<file path="src/rtl/mmc_pkg.sv">
package mmc_pkg;
   typedef enum logic [1:0] {
      ADDR_VALUE = 2'd0,
      ADDR_MASK  = 2'd1,
      ADDR_CTRL  = 2'd2,
      ADDR_RSVD  = 2'd3
   } cfg_addr_e;

   localparam int CTRL_EN_BIT  = 0;
   localparam int CTRL_CLR_BIT = 1;

   localparam int NUM_CNT = 3;
   localparam int IDX_A   = 0;
   localparam int IDX_B   = 1;
   localparam int IDX_AB  = 2;
endpackage

</file>
<file path="src/rtl/mmc_cfg_regs.sv">
module mmc_cfg_regs #(
   parameter int DATA_W = 16
) (
   input  logic              clk,
   input  logic              rst_n,
   input  logic              cfg_wr,
   input  logic [1:0]        cfg_addr,
   input  logic [DATA_W-1:0] cfg_wdata,
   output logic [DATA_W-1:0] value_q,
   output logic [DATA_W-1:0] mask_q,
   output logic              en_q,
   output logic              clr_pulse
);
   import mmc_pkg::*;

   cfg_addr_e sel;
   assign sel = cfg_addr_e'(cfg_addr);

   if (DATA_W < 2) begin : g_bad_width
      $error("mmc_cfg_regs: DATA_W must be at least 2");
   end

   logic wr_value, wr_mask, wr_ctrl;
   always_comb begin
      wr_value = cfg_wr && (sel == ADDR_VALUE);
      wr_mask  = cfg_wr && (sel == ADDR_MASK);
      wr_ctrl  = cfg_wr && (sel == ADDR_CTRL);
   end

   assign clr_pulse = wr_ctrl && cfg_wdata[CTRL_CLR_BIT];

   always_ff @(posedge clk or negedge rst_n) begin
      if (!rst_n) begin
         value_q <= '0;
         mask_q  <= '1;
         en_q    <= 1'b0;
      end else begin
         if (wr_value) value_q <= cfg_wdata;
         if (wr_mask)  mask_q  <= cfg_wdata;
         if (wr_ctrl)  en_q    <= cfg_wdata[CTRL_EN_BIT];
      end
   end

   // a write only changes the stored value after its own edge
   AST_VALUE_HOLD: assert property (@(posedge clk) disable iff (!rst_n)
      !wr_value |=> $stable(value_q)) else $error("value changed without a write");
endmodule

</file>
<file path="src/rtl/mmc_masked_cmp.sv">
module mmc_masked_cmp #(
   parameter int DATA_W = 16
) (
   input  logic [DATA_W-1:0] bus,
   input  logic [DATA_W-1:0] value,
   input  logic [DATA_W-1:0] mask,
   output logic              hit
);
   logic [DATA_W-1:0] miss_bit;

   for (genvar bi = 0; bi < DATA_W; bi++) begin : g_bit
      assign miss_bit[bi] = mask[bi] & (bus[bi] ^ value[bi]);
   end

   assign hit = ~|miss_bit;
endmodule

</file>
<file path="src/rtl/mmc_sat_counter.sv">
module mmc_sat_counter #(
   parameter int CNT_W = 16
) (
   input  logic             clk,
   input  logic             rst_n,
   input  logic             clr,
   input  logic             inc,
   output logic [CNT_W-1:0] cnt
);
   localparam logic [CNT_W-1:0] CNT_MAX = '1;

   if (CNT_W < 1) begin : g_bad_width
      $error("mmc_sat_counter: CNT_W must be at least 1");
   end

   logic at_max;
   assign at_max = (cnt == CNT_MAX);

   always_ff @(posedge clk or negedge rst_n) begin
      if (!rst_n)             cnt <= '0;
      else if (clr)           cnt <= '0;
      else if (inc && !at_max) cnt <= cnt + 1'b1;
   end

   AST_NO_OVERFLOW: assert property (@(posedge clk) disable iff (!rst_n)
      (at_max && !clr) |=> (cnt == CNT_MAX)) else $error("counter wrapped");

   AST_UNIT_STEP: assert property (@(posedge clk) disable iff (!rst_n)
      !clr |=> (cnt == $past(cnt) || cnt == $past(cnt) + 1'b1)) else $error("counter jumped");
endmodule

</file>
<file path="src/rtl/dual_bus_match_counter.sv">
module dual_bus_match_counter #(
   parameter int DATA_W = 16,
   parameter int CNT_W  = 16
) (
   input  logic              clk,
   input  logic              rst_n,
   input  logic              cfg_wr,
   input  logic [1:0]        cfg_addr,
   input  logic [DATA_W-1:0] cfg_wdata,
   input  logic [DATA_W-1:0] bus_a,
   input  logic [DATA_W-1:0] bus_b,
   output logic [CNT_W-1:0]  cnt_a,
   output logic [CNT_W-1:0]  cnt_b,
   output logic [CNT_W-1:0]  cnt_ab
);
   import mmc_pkg::*;

   logic [DATA_W-1:0] value_q, mask_q;
   logic              en_q, clr_pulse;
   logic              hit_a, hit_b;
   logic [NUM_CNT-1:0] inc_vec;
   logic [CNT_W-1:0]  cnt_arr [NUM_CNT];

   mmc_cfg_regs #(.DATA_W(DATA_W)) u_cfg (
      .clk(clk), .rst_n(rst_n), .cfg_wr(cfg_wr), .cfg_addr(cfg_addr),
      .cfg_wdata(cfg_wdata), .value_q(value_q), .mask_q(mask_q),
      .en_q(en_q), .clr_pulse(clr_pulse)
   );

   mmc_masked_cmp #(.DATA_W(DATA_W)) u_cmp_a (
      .bus(bus_a), .value(value_q), .mask(mask_q), .hit(hit_a)
   );

   mmc_masked_cmp #(.DATA_W(DATA_W)) u_cmp_b (
      .bus(bus_b), .value(value_q), .mask(mask_q), .hit(hit_b)
   );

   always_comb begin
      inc_vec         = '0;
      inc_vec[IDX_A]  = en_q & hit_a;
      inc_vec[IDX_B]  = en_q & hit_b;
      inc_vec[IDX_AB] = en_q & hit_a & hit_b;
   end

   for (genvar ci = 0; ci < NUM_CNT; ci++) begin : g_cnt
      mmc_sat_counter #(.CNT_W(CNT_W)) u_ctr (
         .clk(clk), .rst_n(rst_n), .clr(clr_pulse),
         .inc(inc_vec[ci]), .cnt(cnt_arr[ci])
      );
   end

   assign cnt_a  = cnt_arr[IDX_A];
   assign cnt_b  = cnt_arr[IDX_B];
   assign cnt_ab = cnt_arr[IDX_AB];

   AST_CLEAR_ALL: assert property (@(posedge clk) disable iff (!rst_n)
      clr_pulse |=> (cnt_a == '0 && cnt_b == '0 && cnt_ab == '0)) else $error("clear missed");

   AST_HOLD_DISABLED: assert property (@(posedge clk) disable iff (!rst_n)
      (!en_q && !clr_pulse) |=> ($stable(cnt_a) && $stable(cnt_b) && $stable(cnt_ab))) else $error("count moved while disabled");

   AST_JOINT_BOUND: assert property (@(posedge clk) disable iff (!rst_n)
      (cnt_ab <= cnt_a) && (cnt_ab <= cnt_b)) else $error("joint count exceeds a single count");
endmodule

</file>
<file path="config.mk">
export PLATFORM = sky130hd
export DESIGN_NAME = dual_bus_match_counter
export DESIGN_NICKNAME = d
export VERILOG_FILES = /design/src/rtl/mmc_pkg.sv /design/src/rtl/mmc_cfg_regs.sv /design/src/rtl/mmc_masked_cmp.sv /design/src/rtl/mmc_sat_counter.sv /design/src/rtl/dual_bus_match_counter.sv
export SDC_FILE = /design/constraint.sdc
export NUM_CORES = 1
export LEC_CHECK = 0
export ABC_AREA = 1
export BUFFER_PORTS_ARGS = -buffer_cell sky130_fd_sc_hd__buf_2
export CAP_MARGIN = 15
export CORE_MARGIN = 3
export CORE_UTILIZATION = 55
export CTS_CLUSTER_SIZE = 20
export DETAILED_ROUTE_END_ITERATION = 10
export HOLD_SLACK_MARGIN = 0.15
export PLACE_DENSITY = 0.79
export REMOVE_ABC_BUFFERS = 1
export SLEW_MARGIN = 20
export SYNTH_ARGS = -nofsm -noshare
export SYNTH_HDL_FRONTEND = slang
export SYNTH_SLANG_ARGS = --single-unit
export TNS_END_PERCENT = 20
</file>
<file path="constraint.sdc">
create_clock -name clk -period 2.2 [get_ports clk]
set_input_delay 0.11 -clock clk [delete_from_list [all_inputs] [get_ports clk]]
set_output_delay 0.11 -clock clk [all_outputs]
set_load 0.05 [all_outputs]
</file>
; ---- Word-level counts from Yosys, hierarchy flattened
; Cells that the tools add are included.
[op_classes]
add_sub_neg = 3
eq_ne = 5
mux = 6
bitwise = 67
n_reduce_logical = 18
[op_table]
columns = op, n
row1 = 16-bit 2-to-1 mux, 6
row2 = "16-bit by 1-bit adder with 16-bit output, second input constant", 3
row3 = "16-bit equality test, second input constant", 3
row4 = 1-bit AND, 35
row5 = 16-bit OR reduction, 2
row6 = 1-bit XOR, 32
row7 = 1-bit logical AND, 7
row8 = 2-bit nonzero test, 3
row9 = 1-bit zero test, 5
row10 = "2-bit by 1-bit equality test with 1-bit output, second input constant", 1
row11 = "2-bit equality test, second input constant", 1
row12 = 2-bit zero test, 1
[totals]
ff_bits = 81
input_bits = 53
output_inout_bits = 48

; ---- Longest topological paths before layout
; Gate-level depths: netlist (run 1).
[depth]
word_depth = 9
ltp_mapped = 12

; ---- Cells and area by module
; From an unflattened synthesis (run 1), not the netlist that was laid out.
[unflattened]
cells_unflattened = 783
area_unflattened_um2 = 5251.3
[by_module_without_submodules]
columns = mod, instances, cells_per_inst, area_per_inst_um2, seq_area_each_um2
row1 = mmc_sat_counter, 3, 147, 1026.0, 400.4
row2 = mmc_cfg_regs, 1, 150, 1400.1, 845.8
row3 = mmc_masked_cmp, 2, 93, 374.1, 0.0
row4 = dual_bus_match_counter, 1, 6, 25.0, 0.0

; ---- Worst setup path after synthesis (run 1)
; No wires, ideal clock.
[synth_timing]
path_kind = register -> register
start = reg g_cnt[2].u_ctr.cnt[0]
end = reg g_cnt[2].u_ctr.cnt[10]
setup_ps = 119
t_arrival_ps = 1936
t_required_ps = 2081
slack_ps = 145
path_stages_with_launch = 12
n_path_buf = 1
period_less_slack_ps = 2055
cell_sequence = dfrtp_1 -> ha_1 -> nand2_1 -> nor2_1 -> nand2_1 -> nor3_1 -> nand4_1 -> nand3_4 -> nand2_4 -> buf_6 -> nand2_1 -> nand2_1
[synth_via]
elab_chain_len = 4
[synth_lines]
columns = element, line
row1 = "start, declared", mmc_sat_counter.sv:8  ; output logic [CNT_W-1:0] cnt
row2 = "start signal, assigned", mmc_sat_counter.sv:22  ; else if (inc && !at_max) cnt <= cnt + 1'b1;
row3 = branches (longest 4 deep; another with 16-bit by 1-bit adder with 16-bit output), n/a
; Parallel ways; which one is timed is not known. The select of a mux whose other input is x is not followed.
; A chain may end at the register's enable or synchronous reset.

; ---- Final worst setup path (run 1)
[layout_timing]
start = reg g_cnt[2].u_ctr.cnt[0]
end = reg g_cnt[2].u_ctr.cnt[14]
; The elaborated chain is that of the path after synthesis.

==> parameters.txt, run 1 <==
Parameter                              Value

Clocking
  Resize count post-CTS    0
  Clock tree from TritonCTS    done
  Clock latency at the later pin of the worst-skew pair    350 ps
  Max Buffers Root-to-Sink    2
  Number of CTS-inserted buffers    9
  H-tree levels    3
  Master cell of the clock root buffer    clkbuf_8
  Post-CTS clock slew at the launch and capture registers of the worst setup and hold paths    90 ps
  Clk sinks    81

Drt
  First DRT Iteration DRCs    215
  Total via count after detailed routing    4853
  DR vias/cell    5.14
  Remaining number of nets flagged by the antenna check after routing    0
  DR pass1 iterations    5
  WL per Instance    12.8 um
  Remaining DRCs    0
  Detailed-route wire length    12100 um

Yosys
  Warnings from Yosys    0
  Primary FF master, synth    dfrtp_1
  Sequential share of the synthesized area    40.8%
  Ys async rst share    100%
  Synth cell types    29
  Post-synthesis average cell area    7.01 sq um
  Gate count of the mapped netlist    715
  EDFF count, synth    0
  Synthesized flop and latch total    81
  Post-Synthesis Cell Area    5010 sq um

Setup path
  Type of element launching the critical path    register
  CP endpoint kind    register
  Worst R2R Path Depth    10
  CP Capture Point    g_cnt[2].u_ctr.cnt[14]
  Register-to-register setup slack    240 ps
  Capturing point of the worst reg2reg path    g_cnt[2].u_ctr.cnt[14]
  Crit path largest cell delay    410 ps
  Type of the worst setup path    register to register
  Data arrival, critical path    2190 ps
  CP max FO    17
  Required time of the critical path    2430 ps
  Critical Path Most Common Cell    nand2_1
  Slowest stage cell, crit path    dfrtp_1
  Worst reg2reg startpoint    g_cnt[2].u_ctr.cnt[0]
  Startpoint of the worst setup timing path    g_cnt[2].u_ctr.cnt[0]
  Critical Path, Cell by Cell    ha_1, nand2_1, nor2_1, nand2_1, nor3_1, nand4_1, nand3_4, nand2_4, nand2_1, nand2_1

Power and ir drop
  Combinational share of power    33.7%
  Static Leak    3.27 nW
  Max IR drop VDD    831 uV
  Relative contribution of the clock network to total power    24.3%
  Int Pwr    0.00297 W
  Switching portion of total power    40.7%
  Net Sw Power    0.00204 W
  Total power divided by cell area    832 nW/um^2
  Sequential power share    42.0%

STA
  Number of setup violations in the final report    0
  Relative slew slack    61.3%
  Final sum of negative setup slack    0 ps
  Slew at the pin closest to its max-slew limit    581 ps
  Setup repair after global routing missed its margin    false
  Upper clock frequency limit    511 MHz
  Pins over their slew limit    0
  Hold Fails Final Rpt    0
  Final setup slack of the worst path    244 ps
  Final Cycle Share    88.9%
  Post-layout min period    1960 ps
  Final clock skew    16.8 ps

GRT
  Number of global-route vias before repair    4454
  Global route total overflow    0
  First-pass GRT wire length    20200 um
  Overall routing resource usage    23.9%
  Initial antenna violation count    3
  Largest net degree at the start of global routing    51

Floorplanning
  Std-Cell Rows    34
  Top-level port count    101
  Die X    101 um
  Placeable Area    8810 sq um
  Starting utilization of the core area    56.9%
  Die height    101 um
  Die ar.    10300 sq um

Layout
  Filler cell count    759
  Net total in the final layout    886
  Summed area of non-filler cells in the final layout    6030 sq um
  Fraction of final layout cells sized beyond drive strength 1    17.6%
  Footprint of the flip-flops and latches    2050 sq um
  Area occupied by multi-input gates    2570 sq um
  Signed area change from the synthesized netlist to the final layout    20.3%

Place
  GPL Wtd Cong    0.935
  Worst slack after detailed placement    254 ps
  # port buffers    100
  Post-placement cell area    5610 sq um
  DP HPWL    8520 um

Run status
  Result of the run    finished, final reports clean

Job
  Number of max-capacitance violations reported    0

Hold path
  Hold Crit Class    primary input to asynchronous set/reset pin
final cells by class:
| type | instances | area share (%) |
|---|---|---|
| antenna | 2 | 0.0830 |
| clock buffer | 12 | 2.41 |
| clock inverter | 4 | 1.27 |
| inverter | 77 | 4.82 |
| multi-input combinational | 536 | 42.6 |
| sequential | 81 | 34.0 |
| tap | 108 | 2.24 |
| timing repair buffer | 125 | 12.7 |
what timing repair did:
item	CTS	global route
setup buffers	0	0
hold buffers	19	0
hold endpoints to repair	73	0
synthesized netlist by cell type (2+ instances only):
master    count  area share (%)
nand2_1     232              17
nand3_1      96             9.6
nor2_1       77             5.8
inv_1        75             5.6
dfrtp_1      65              32
o21ai_0      37             3.7
xor2_1       26             4.5
dfstp_2      16             8.4
or2_1        13             1.6
nand3b_1     12             1.8
nor3_1       10             1.0
clkbuf_1      9            0.67
nand4_1       8             1.0
buf_2         6            0.60
xnor2_1       5            0.87
a21oi_1       3            0.30
buf_1         3            0.22
buf_6         3            0.67
ha_1          3            0.75
nand2_4       3            0.67
nor2_4        3            0.67
nand3_4       2            0.70
nor3b_1       2            0.30
cells by family after synthesis:
kind of cell	share of synthesized area, %
DFF	40.8
and+or+nand+nor	40.6
xor gates and xnor gates	5.42
buffers and inverters	7.96
AOI/OAI and AO/OA	4.42
adders and majority gates	0.749
how the worst min path moves through the flow:
stage,start,to
floorplan,rst_n,g_cnt[0].u_ctr.cnt[0]
global placement,rst_n,u_cfg.value_q[10]
detailed placement,rst_n,u_cfg.value_q[10]
CTS,rst_n,u_cfg.value_q[10]
global route,rst_n,u_cfg.value_q[10]
finish,rst_n,u_cfg.value_q[10]
power by group through the flow:
| stage | Combinational (W) | Clock [W] | Sequential [W] |
|---|---|---|---|
| after floorplan | 0.000669 | 0 | 0.00264 |
| after global routing | 0.00185 | 0.00131 | 0.00216 |
| after CTS | 0.00170 | 0.00125 | 0.00210 |
| final | 0.00169 | 0.00122 | 0.00211 |
| after detailed placement | 0.00167 | 0 | 0.00212 |
| after global placement | 0.00163 | 0 | 0.00211 |
layer usage:
metal  global-route usage, %  up-vias  wire (um)  part of all wire, %
li1                        -     2492          -                    -
met1                    32.5     2197       5500                   46
met2                    39.7      156       5660                   47
met3                    5.30        6        849                  7.0
met4                    4.81        2         48                 0.40
met5                       0        -          7                0.058
through the flow:
stage | cells | power, W | utilization (%) | hold slack [ps]
4_1_cts | 943 | 0.00505 | 68.4 | 316
3_3_place_gp | 908 | 0.00374 | 63.7 | 143
3_5_place_dp | 908 | 0.00379 | 63.7 | 147
5_1_grt | 945 | 0.00532 | 68.5 | 328
6_report | 945 | 0.00502 | 68.5 | 300
2_1_floorplan | 694 | 0.00331 | - | -186
worst max-delay path: cells and delay by family, from the launching register on:
family | cells | cell delay [ps]
adder cells (fa/ha/maj) | 1 | 190
flip-flops | 1 | 410
AND/OR/NAND/NOR | 9 | 1240
state kept, by name (all words and copies together), names as in the netlist:
name	cells
u_cfg.en_q	1
u_cfg.value_q	16
u_cfg.mask_q	16
g_cnt.u_ctr.cnt	48
placed cells by master, fill, tap and decap left out:
cell type      instances
a31oi_1                1
nor2_4                 3
nor3b_1                2
a21o_1                 1
buf_12                 2
clkinv_2               1
dfrtp_1               65
clkbuf_8              10
inv_2                  1
nand2_4                3
nand3b_1              12
inv_1                 75
dlygate4sd3_1         19
nand3_1               96
xor2_1                26
or2_2                  1
dfstp_2               16
clkbuf_1               2
nand2_1              232
clkinv_4               1
nand4_1                8
buf_2                 99
clkinvlp_4             1
buf_4                  5
nor3_1                10
o21ai_0               37
a211oi_1               1
ha_1                   3
a21oi_1                3
nand3_4                2
xnor2_1                5
or2_1                 13
bufinv_16              2
diode_2                2
nor2_1                77
No activity file was read; power rests on OpenSTA's default activity.
==> run 2: changes to the inputs <==
- CTS_BUF_LIST: not set -> sky130_fd_sc_hd__clkbuf_2
==> run 2 against run 1 <==
  * Wire length rose by 2.6%
  * Clock skew is 25 ps higher
  * Worst setup slack got worse by 50 ps
  * Combinational power grew 3%
  * Core utilization increased by 0.67 points
  * Die area stayed put
  * Critical path type unchanged
  * Critical endpoint unchanged
  * Largest cell class unchanged
  * Highest routed layer is now met4
==> parameters.txt, run 2 (synthesis gave the netlist of run 1 again) <==
Parameter                              Value

GRT
  Initial antenna violation count    0
  Overall routing resource usage    24.8%
  Global route total overflow    0
  First-pass GRT wire length    20700 um
  Largest net degree at the start of global routing    51
  Number of global-route vias before repair    4518

STA
  Hold Fails Final Rpt    0
  Final setup slack of the worst path    193 ps
  Post-layout min period    2010 ps
  Upper clock frequency limit    498 MHz
  Slew at the pin closest to its max-slew limit    491 ps
  Relative slew slack    67.0%
  Pins over their slew limit    0
  Setup repair after global routing missed its margin    false
  Number of setup violations in the final report    0
  Final Cycle Share    91.2%
  Final clock skew    41.9 ps
  Final sum of negative setup slack    0 ps

Clocking
  Max Buffers Root-to-Sink    2
  Clk sinks    81
  Clock tree from TritonCTS    done
  H-tree levels    3
  Master cell of the clock root buffer    clkbuf_2
  Post-CTS clock slew at the launch and capture registers of the worst setup and hold paths    240 ps
  Post-CTS setup buffer count    0
  Clock latency at the later pin of the worst-skew pair    520 ps
  Number of CTS-inserted buffers    9

Floorplanning
  Std-Cell Rows    34
  Starting utilization of the core area    56.9%
  Top-level port count    101
  Die ar.    10300 sq um
  Die X    101 um
  Die height    101 um
  Placeable Area    8810 sq um

Layout
  Footprint of the flip-flops and latches    2050 sq um
  Commonest cells after routing, fill and taps aside    232 x nand2_1, 99 x buf_2, 96 x nand3_1
  Signed area change from the synthesized netlist to the final layout    21.4%
  Biggest registers after layout    g_cnt.u_ctr.cnt: 48 flops, u_cfg.mask_q: 16 flops, u_cfg.value_q: 16 flops
  Most flop-heavy register    g_cnt.u_ctr.cnt
  Fraction of final layout cells sized beyond drive strength 1    17.6%
  # diodes    0
  Most common cell after layout, fill and taps aside    nand2_1
  Filler cell count    759
  Area occupied by multi-input gates    2570 sq um
  Number of flip-flops under the largest register name    48
  Summed area of non-filler cells in the final layout    6090 sq um
  Net total in the final layout    900

Drt
  Detailed-route wire length    12400 um
  First DRT Iteration DRCs    210
  Remaining DRCs    0
  DR vias/cell    5.13
  Total via count after detailed routing    4906
  WL per Instance    12.9 um
  DR pass1 iterations    5
  Remaining number of nets flagged by the antenna check after routing    0

Place
  GPL Wtd Cong    0.935
  Post-placement cell area    5610 sq um
  DP HPWL    8520 um
  Worst slack after detailed placement    254 ps
  # port buffers    100

Job
  Number of max-capacitance violations reported    0

Setup path
  Worst reg2reg startpoint    g_cnt[2].u_ctr.cnt[0]
  Type of element launching the critical path    register
  Required time of the critical path    2610 ps
  CP endpoint kind    register
  Register-to-register setup slack    190 ps
  Worst R2R Path Depth    10
  Type of the worst setup path    register to register
  CP max FO    17
  Data arrival, critical path    2420 ps
  Capturing point of the worst reg2reg path    g_cnt[2].u_ctr.cnt[14]

Power and ir drop
  Total power divided by cell area    781 nW/um^2
  Static Leak    3.32 nW
  Max IR drop VDD    832 uV

Hold path
  Hold Crit Class    primary input to asynchronous set/reset pin

Run status
  Result of the run    finished, final reports clean
[run 2: worst max-delay path: stages, from the launching register on]
cell and delay (ps):
dfrtp_1 460, ha_1 190, nand2_1 70, nor2_1 120, nand2_1 120, nor3_1 180, nand4_1 170, nand3_4 250
nand2_4 180, nand2_1 100, nand2_1 50
[run 2: cell type report]
class	instances	area share [%]
multi-input cells	536	42.2
flip-flops and latches	81	33.6
repair buffers	139	15.0
inverters	77	4.77
well taps	108	2.22
clock inverters	5	1.32
clock buffers	11	0.904
[run 2: metal layers]
| layer | global-route usage (%) | vias to the layer above | routed length [um] |
|---|---|---|---|
| li1 | - | 2512 | - |
| met1 | 33.8 | 2237 | 5630 |
| met2 | 40.9 | 141 | 5850 |
| met3 | 4.06 | 16 | 738 |
| met4 | 6.85 | 0 | 150 |
| met5 | 0 | - | 0 |
[run 2: what timing repair did]
action	CTS	global route
gates resized for setup	0	0
hold endpoints to repair	112	0
hold buffers	33	0
[run 2: report_power, final]
part	leakage, nW	internal (W)	switching [W]
logic	2.20	0.000560	0.00118
clock network	0.0798	0.000384	0.000525
registers	1.04	0.00178	0.000323
total	3.32	0.00273	0.00203
[run 2: how the worst max path moves through the flow]
stage	from	end	slack [ps]	depth (start not counted)
2_1_floorplan	g_cnt[2].u_ctr.cnt[0]	g_cnt[2].u_ctr.cnt[0]	140	10
3_3_place_gp	g_cnt[2].u_ctr.cnt[0]	g_cnt[2].u_ctr.cnt[14]	310	10
3_5_place_dp	g_cnt[2].u_ctr.cnt[0]	g_cnt[2].u_ctr.cnt[12]	250	10
4_1_cts	g_cnt[2].u_ctr.cnt[0]	g_cnt[2].u_ctr.cnt[14]	190	10
5_1_grt	g_cnt[2].u_ctr.cnt[0]	g_cnt[2].u_ctr.cnt[14]	7	10
6_report	g_cnt[2].u_ctr.cnt[0]	g_cnt[2].u_ctr.cnt[14]	190	10
[run 2: through the flow]
stage | instances | util (%) | hold slack (ps) | total power, W
after floorplan | 694 | - | -186 | 0.00331
after global placement | 908 | 63.7 | 143 | 0.00374
after detailed placement | 908 | 63.7 | 147 | 0.00379
after CTS | 957 | 69.1 | 200 | 0.00478
after global routing | 957 | 69.1 | 179 | 0.00507
final | 957 | 69.1 | 226 | 0.00476
==> run 3: changes to the inputs <==
- CORE_UTILIZATION: 55 -> 52
- PLACE_DENSITY: 0.79 -> 0.78
- clock period: 2.2 -> 1.84 ns (I/O delays scaled with it)
==> run 3 against run 2 <==
  * Final cell count is 5.3% higher
  * Count of clock-buffer cells in the layout is 2 lower
  * Wire length is 6.5% higher
  * Final area is 6.0% higher
  * Sequential power is 19% higher
  * Global-route usage is 0.41 points lower
  * Die area is 5.4% higher
  * Maximum frequency is 9.8% higher
  * Via count is 2.9% higher
  * Hold slack better by 42 ps
==> parameters.txt, run 3 (synthesis gave the netlist of run 1 again) <==
Parameter                              Value

Floorplanning
  Die ar.    10900 sq um
  Die X    104 um
  Top-level port count    101
  Die height    104 um
  Starting utilization of the core area    54.0%
  Std-Cell Rows    35
  Placeable Area    9280 sq um

STA
  Pins over their slew limit    0
  Number of setup violations in the final report    0
  Upper clock frequency limit    547 MHz
  Hold Fails Final Rpt    0
  Relative slew slack    63.7%
  Slew at the pin closest to its max-slew limit    544 ps
  Final Cycle Share    99.3%
  Fin Hold WS    268 ps
  Post-layout min period    1830 ps
  Final clock skew    44.0 ps
  Setup repair after global routing missed its margin    true

Drt
  WL per Instance    13.1 um
  DR vias/cell    5.01
  Total via count after detailed routing    5050
  First DRT Iteration DRCs    247
  Remaining number of nets flagged by the antenna check after routing    0
  Detailed-route wire length    13200 um
  Remaining DRCs    0
  DR pass1 iterations    4

Place
  # port buffers    100
  DP HPWL    9070 um
  GPL Wtd Cong    0.907
  Post-placement cell area    5780 sq um

Power and ir drop
  Max IR drop VDD    758 uV
  Total power divided by cell area    880 nW/um^2
  Static Leak    3.46 nW

Hold path
  Hold Crit Class    primary input to register
  Hold path startpoint    bus_a[1]

GRT
  First-pass GRT wire length    22100 um
  Initial antenna violation count    0
  Global route total overflow    0
  Largest net degree at the start of global routing    37
  Number of global-route vias before repair    4869
  Overall routing resource usage    24.3%

Setup path
  Data arrival, critical path    2320 ps
  Slowest stage cell, crit path    dfrtp_1
  Number of buffers and inverters on the critical path    1
  CP max FO    7
  Critical Path Most Common Cell    nand2_1
  Cell type group with the largest total delay on the critical path    simple AND/OR/NAND/NOR gates
  CP endpoint kind    register
  Crit path largest cell delay    480 ps
  Type of the worst setup path    register to register
  Required time of the critical path    2330 ps
  Type of element launching the critical path    register
  Startpoint of the worst setup timing path    u_cfg.value_q[7]
  Critical Path, Cell by Cell    or2_1, nand3_2, nand2_1, nor2_1, nand2_1, nor2_4, nand3_4, buf_12, nand2_1, nand2_1, nor2_1
  Worst reg2reg startpoint    u_cfg.value_q[7]

Layout
  Commonest cells after routing, fill and taps aside    226 x nand2_1, 99 x buf_2, 84 x nand3_1
  Most common cell after layout, fill and taps aside    nand2_1
  Final core utilization    69.5%
  Summed area of non-filler cells in the final layout    6450 sq um
  Signed area change from the synthesized netlist to the final layout    28.7%
  Number of flip-flops under the largest register name    48
  Net total in the final layout    930
  Biggest registers after layout    g_cnt.u_ctr.cnt: 48 flops, u_cfg.mask_q: 16 flops, u_cfg.value_q: 16 flops
  Fraction of final layout cells sized beyond drive strength 1    23.0%
  Most flop-heavy register    g_cnt.u_ctr.cnt
  # diodes    0

Run status
  Result of the run    finished, final reports clean

Clocking
  Clock latency at the later pin of the worst-skew pair    550 ps
  Number of CTS-inserted buffers    9
  Max Buffers Root-to-Sink    2
  Clk sinks    81
  Post-CTS clock slew at the launch and capture registers of the worst setup and hold paths    270 ps
  Master cell of the clock root buffer    clkbuf_2
  Clock tree from TritonCTS    done
  H-tree levels    3

Job
  Number of max-capacitance violations reported    0
run 3: changes by cell type in the layout (fill, tap and decap cells not counted), moves of 4 or more:
cell / previous run / this run
nand3_1: 96 / 84
buf_6: 0 / 5
nor2_1: 77 / 73
buf_4: 5 / 28
inv_6: 0 / 4
nand2_1: 232 / 226
nand3_2: 0 / 12
nand2_2: 0 / 5
run 3: per-stage QoR:
stage	TNS, ps	worst slack, ps	power, W	cells
floorplan	-6970	-222	0.00396	694
global placement	0	78.3	0.00455	949
detailed placement	0	20.6	0.00461	949
CTS	0	0.861	0.00561	1002
global route	-1850	-106	0.00605	1008
finish	0	12.7	0.00568	1008
run 3: tightest hold or removal path: cells and delay by family:
kind | cells | cell delay [ps]
and+or+nand+nor | 6 | 530
buffers and inverters | 1 | 110
AOI/OAI and AO/OA | 1 | 70
run 3: area by class of cell:
class | instances | area [sq um]
tap | 129 | 161
clock inverter | 7 | 58.8
inverter | 77 | 290
multi-input combinational | 536 | 2690
sequential | 81 | 2050
clock buffer | 9 | 45.0
timing repair buffer | 169 | 1160
fill | 815 | 2830
run 3: path summary, 6_finish.rpt:
path	end	slack, ps	cells past startpoint
max in group asynchronous	u_cfg.mask_q[0]	950	4
worst max register to register	g_cnt[1].u_ctr.cnt[0]	10	11
worst min register to register	u_cfg.mask_q[1]	520	2
min in group asynchronous	g_cnt[2].u_ctr.cnt[8]	610	4
worst max-delay path	g_cnt[1].u_ctr.cnt[0]	10	11
worst min-delay path	g_cnt[2].u_ctr.cnt[6]	270	8
run 3: where the power goes:
group / internal, W / switching [W] / total, W
clock network: 0.000200 / 0.000691 / 0.000891
logic: 0.000772 / 0.00150 / 0.00227
registers: 0.00213 / 0.000386 / 0.00252
run 3: per-layer routing:
metal	global-route usage (%)	routed length, um	vias up
li1	-	-	2567
met1	31.7	5900	2318
met2	42.2	6400	147
met3	3.29	634	18
met4	7.50	241	0
met5	0	0	-
run 3: repair_timing:
action                                 4_1_cts  5_1_grt
setup endpoints to repair                    5       41
hold buffers                                35        0
cloned                                       0        0
setup buffers                                2        6
gates resized for setup                      1       32
endpoints found under the hold margin      114        0
pin swaps                                    2       28
